File: config.mk
export PLATFORM = sky130hd
export DESIGN_NAME = bus_resp_gen
export DESIGN_NICKNAME = d
export VERILOG_FILES = /design/src/rtl/bus_resp_gen.sv
export SDC_FILE = /design/constraint.sdc
export NUM_CORES = 1
export LEC_CHECK = 0
export ABC_AREA = 1
export ABC_CLOCK_PERIOD_IN_PS = 1200
export BUFFER_PORTS_ARGS = -buffer_cell sky130_fd_sc_hd__buf_2
export CORE_AREA = 3 3 40 42
export CTS_CLUSTER_SIZE = 20
export DETAILED_ROUTE_END_ITERATION = 8
export DIE_AREA = 0 0 43 45
export GPL_ROUTABILITY_DRIVEN = 1
export SLEW_MARGIN = 0
export SYNTH_ARGS = -nofsm -noshare
export SYNTH_HDL_FRONTEND = slang
export SYNTH_SLANG_ARGS = --single-unit
File: constraint.sdc
create_clock -name clk -period 1.2 [get_ports clk]
set_input_delay 0.12 -clock clk [delete_from_list [all_inputs] [get_ports clk]]
set_output_delay 0.12 -clock clk [all_outputs]
set_load 0.01 [all_outputs]
File: src/rtl/bus_resp_gen.sv
module bus_resp_gen (
  input  logic       clk,
  input  logic       rst_n,
  input  logic       head_valid,
  input  logic       is_read,
  input  logic       has_data,
  input  logic       snoop_done,
  input  logic       snp_mod_hit,
  input  logic       snp_defer,
  input  logic       hard_err,
  input  logic       defer_en,
  input  logic       tgt_ready,
  input  logic       data_busy,
  output logic [2:0] resp_code,
  output logic       q_pop
);
  localparam logic [2:0] RC_IDLE  = 3'b000;
  localparam logic [2:0] RC_RETRY = 3'b001;
  localparam logic [2:0] RC_DEFER = 3'b010;
  localparam logic [2:0] RC_FAIL  = 3'b100;
  localparam logic [2:0] RC_NODAT = 3'b101;
  localparam logic [2:0] RC_IWB   = 3'b110;
  localparam logic [2:0] RC_DATA  = 3'b111;

  logic [2:0] pick;
  logic       want_data, bus_idle, go;

  assign want_data = is_read && has_data;
  assign bus_idle  = (resp_code == RC_IDLE);

  always_comb begin
    if (hard_err)         pick = RC_FAIL;
    else if (snp_mod_hit) pick = RC_IWB;
    else if (snp_defer)   pick = defer_en ? RC_DEFER : RC_RETRY;
    else if (want_data)   pick = RC_DATA;
    else                  pick = RC_NODAT;
  end

  assign go = head_valid && snoop_done && bus_idle &&
              ((pick != RC_DATA) || (tgt_ready && !data_busy));

  always_ff @(posedge clk) begin
    if (!rst_n) begin
      resp_code <= RC_IDLE;
      q_pop     <= 1'b0;
    end else begin
      resp_code <= go ? pick : RC_IDLE;
      q_pop     <= go;
    end
  end
endmodule

==> results.py <==
metrics = {
    "flow_run": {
        "max_cap_viol_count": 0,
    },
    "logic_synthesis": {
        "synth_cells": 31,
        "synth_common_cells": "inv_1 (7), nand2_1 (7), nor2_1 (6)",
        "yosysTopAreaCellShare": 0.403,
        "yosys.area.top_type": "dfxtp_1",
        "syn-num-nets": 43,
        "yosysWarnings": 0,
        "synth_area_leaders": "dfxtp_1 (40%), inv_1 (13%), nand2_1 (13%), nor2_1 (11%), nand3b_1 (3.8%)",
        "synth_area_um2": 199,
        "synth_top_family_by_area": "simple AND/OR/NAND/NOR gates",
        "yosysUniqueCellTypes": 11,
        "ys.flop_type": "dfxtp_1",
        "synth_compound_area_frac": 0.0377,
        "synth-edff-count": 0,
        "syn_area_per_cell_um2": 6.42,
        "muxShareOfSynthArea": 0,
        "synth-xor-area-share": 0,
        "yosys.area_share.simple": 0.428,
        "synth-seq-cells": 4,
        "seq_area_frac_synth": 0.403,
        "synthAdderAreaFrac": 0,
        "synthArstFlopShare": 0,
    },
    "global_route": {
        "antenna_found_initial": 0,
        "grt_max_degree": 4,
        "grt_pass1_vias": 202,
        "grt-ovfl-total": 0,
        "grtUsageTotal": 0.0500,
        "grt_pass1_wl_um": 696,
    },
    "setup_path": {
        "critPathLaunchType": "register",
        "critPathKind": "register to register",
        "slowest_delay_ps": 300,
        "worstPathRequired_ps": 1370,
        "crit_slowest_cell": "dfxtp_1",
        "path_cells": "nor2_1 -> nand3_1 -> nor2_2 -> nand2_2 -> nor2_1",
        "worst_path_most_repeated_cell": "nor2_1",
        "critical_path_cell_count": 5,
        "endpoint_kind": "register",
        "arrival_ps": 990,
        "critPathBufInv": 0,
        "worst_r2r_path_depth": 5,
        "cp_max_fo": 3,
        "cp_top_family": "simple AND/OR/NAND/NOR gates",
    },
    "drt": {
        "wirelength_um": 415,
        "drtAntennaViolNets": 0,
        "via_per_inst": 3.42,
        "vias": 219,
        "drt_iter0_drc": 0,
        "wl_per_cell_um": 6.48,
        "remaining_drc_errors": 0,
        "drt-pass1-iter-count": 1,
    },
    "clock_tree": {
        "htreeDepth": 1,
        "cts-buffers-inserted": 3,
        "clk_latency_ps": 230,
        "cts_setup_buffers": 0,
        "cts_tree": "built",
        "ctsResizeCount": 0,
        "cts_buffer_depth": 2,
        "clkSlewWorstSetupHoldPaths_ps": 40,
        "hold_buffers": 0,
        "clockRootBuffer": "clkbuf_4",
        "clkSinkCount": 4,
    },
    "timing": {
        "layout_min_cycle_time_ps": 825,
        "drv_slew": 0,
        "tns_ps": 0,
        "setup_violations": 0,
        "hold_viol": 0,
        "clock_skew_ps": 1.75,
        "worst_pin_slew_ps": 195,
        "max_freq_mhz": 1210,
        "relSlewSlack": 0.869,
        "rsz0062_at_grt": "no",
        "post-route-period-util": 0.687,
    },
    "floorplan": {
        "die_h_um": 45,
        "io_pins": 16,
        "initial_core_util": 0.155,
        "rows": 13,
        "die_w_um": 43,
        "core_um2": 1280,
        "die_area_um2": 1940,
    },
    "placement": {
        "dp_hpwl_um": 350,
        "port_buffers": 15,
        "gp_congestion": 0.639,
        "post_dp_cell_area_um2": 293,
    },
    "power_and_ir_drop": {
        "clkPwrFrac": 0.463,
        "combPwrFrac": 0.141,
        "power_switching_mw": 0.0759,
        "seqPwrFrac": 0.397,
        "p_int_mw": 0.275,
        "p_leak_nw": 0.194,
        "powerDensity_nw_per_um2": 1110,
        "max-vdd-ir-drop_v": 0.000193,
        "sw_frac_of_total": 0.216,
    },
    "cells_and_area": {
        "utilization": 0.245,
        "diodes": 0,
        "nets": 63,
        "areaGrowthSynthToFinish_pct": 58.5,
        "postLayoutCellArea_um2": 315,
        "drive_above_1_share": 0.408,
    },
    "min_path": {
        "whs_path_depth": 3,
        "hold_path.class": "input port to register",
    },
    "outcome": {
        "outcome": "finished, final reports clean",
    },
}
## power by group through the flow
stage               clock network [mW]  logic [mW]  registers (mW)
floorplan                            0      0.0212           0.144
global placement                     0      0.0500           0.141
detailed placement                   0      0.0499           0.141
CTS                              0.172      0.0502           0.139
global route                     0.172      0.0580           0.139
finish                           0.162      0.0493           0.139
## worst reg2reg max path: stages (launching register included)
cell and delay [ps]:
dfxtp_1 300, nor2_1 90, nand3_1 80, nor2_2 140
nand2_2 80, nor2_1 80
## worst paths after layout
check / from / slack, ps / to
min: hard_err / 160 / resp_code[2]$_SDFF_PN0_
max: resp_code[1]$_SDFF_PN0_ / 380 / resp_code[1]$_SDFF_PN0_
min reg2reg: resp_code[1]$_SDFF_PN0_ / 620 / resp_code[0]$_SDFF_PN0_
max reg2reg: resp_code[1]$_SDFF_PN0_ / 380 / resp_code[1]$_SDFF_PN0_
## final cells by class
cell class              count  area [um2]
fillers                   149         970
flip-flops and latches      4        80.1
inverters                   7        26.3
repair buffers             15        75.1
well taps                  15        18.8
clock buffers               3        22.5
multi-input cells          20        92.6
## layout by cell type, fill, tap and decap left out
master / count
buf_2: 15
inv_1: 7
nor2_1: 6
nand2_2: 1
nand3b_1: 1
clkbuf_4: 3
nand2_1: 7
nand3_1: 1
nor2_2: 1
nand4_1: 1
dfxtp_1: 4
o21bai_1: 1
nor3_1: 1
## sequential cells by signal, indices dropped and copies added, names as in the netlist
signal	cells
q_pop	1
resp_code	3
## routing by layer
layer  part of all wire  track usage
met3               0.16      0.00398
met1               0.50       0.0678
met2               0.34       0.0569
met5                  0            0
met4                  0       0.0723
## logic make-up (layout without fill, tap and decap cells)
logic type | after synthesis | after routing
AND/OR/NAND/NOR | 19 | 19
buffers and inverters | 7 | 25
flip-flops | 4 | 4
AO/OA/AOI/OAI | 1 | 1
## through the flow
step	hold WS, ps	instances	power, mW	setup slack (ps)
2_1_floorplan	259	31	0.165	404
6_report	155	64	0.351	375
3_5_place_dp	392	61	0.191	370
4_1_cts	146	64	0.361	365
3_3_place_gp	399	61	0.191	394
5_1_grt	170	64	0.370	253
Note: power is estimated with default switching activity, not from simulation.
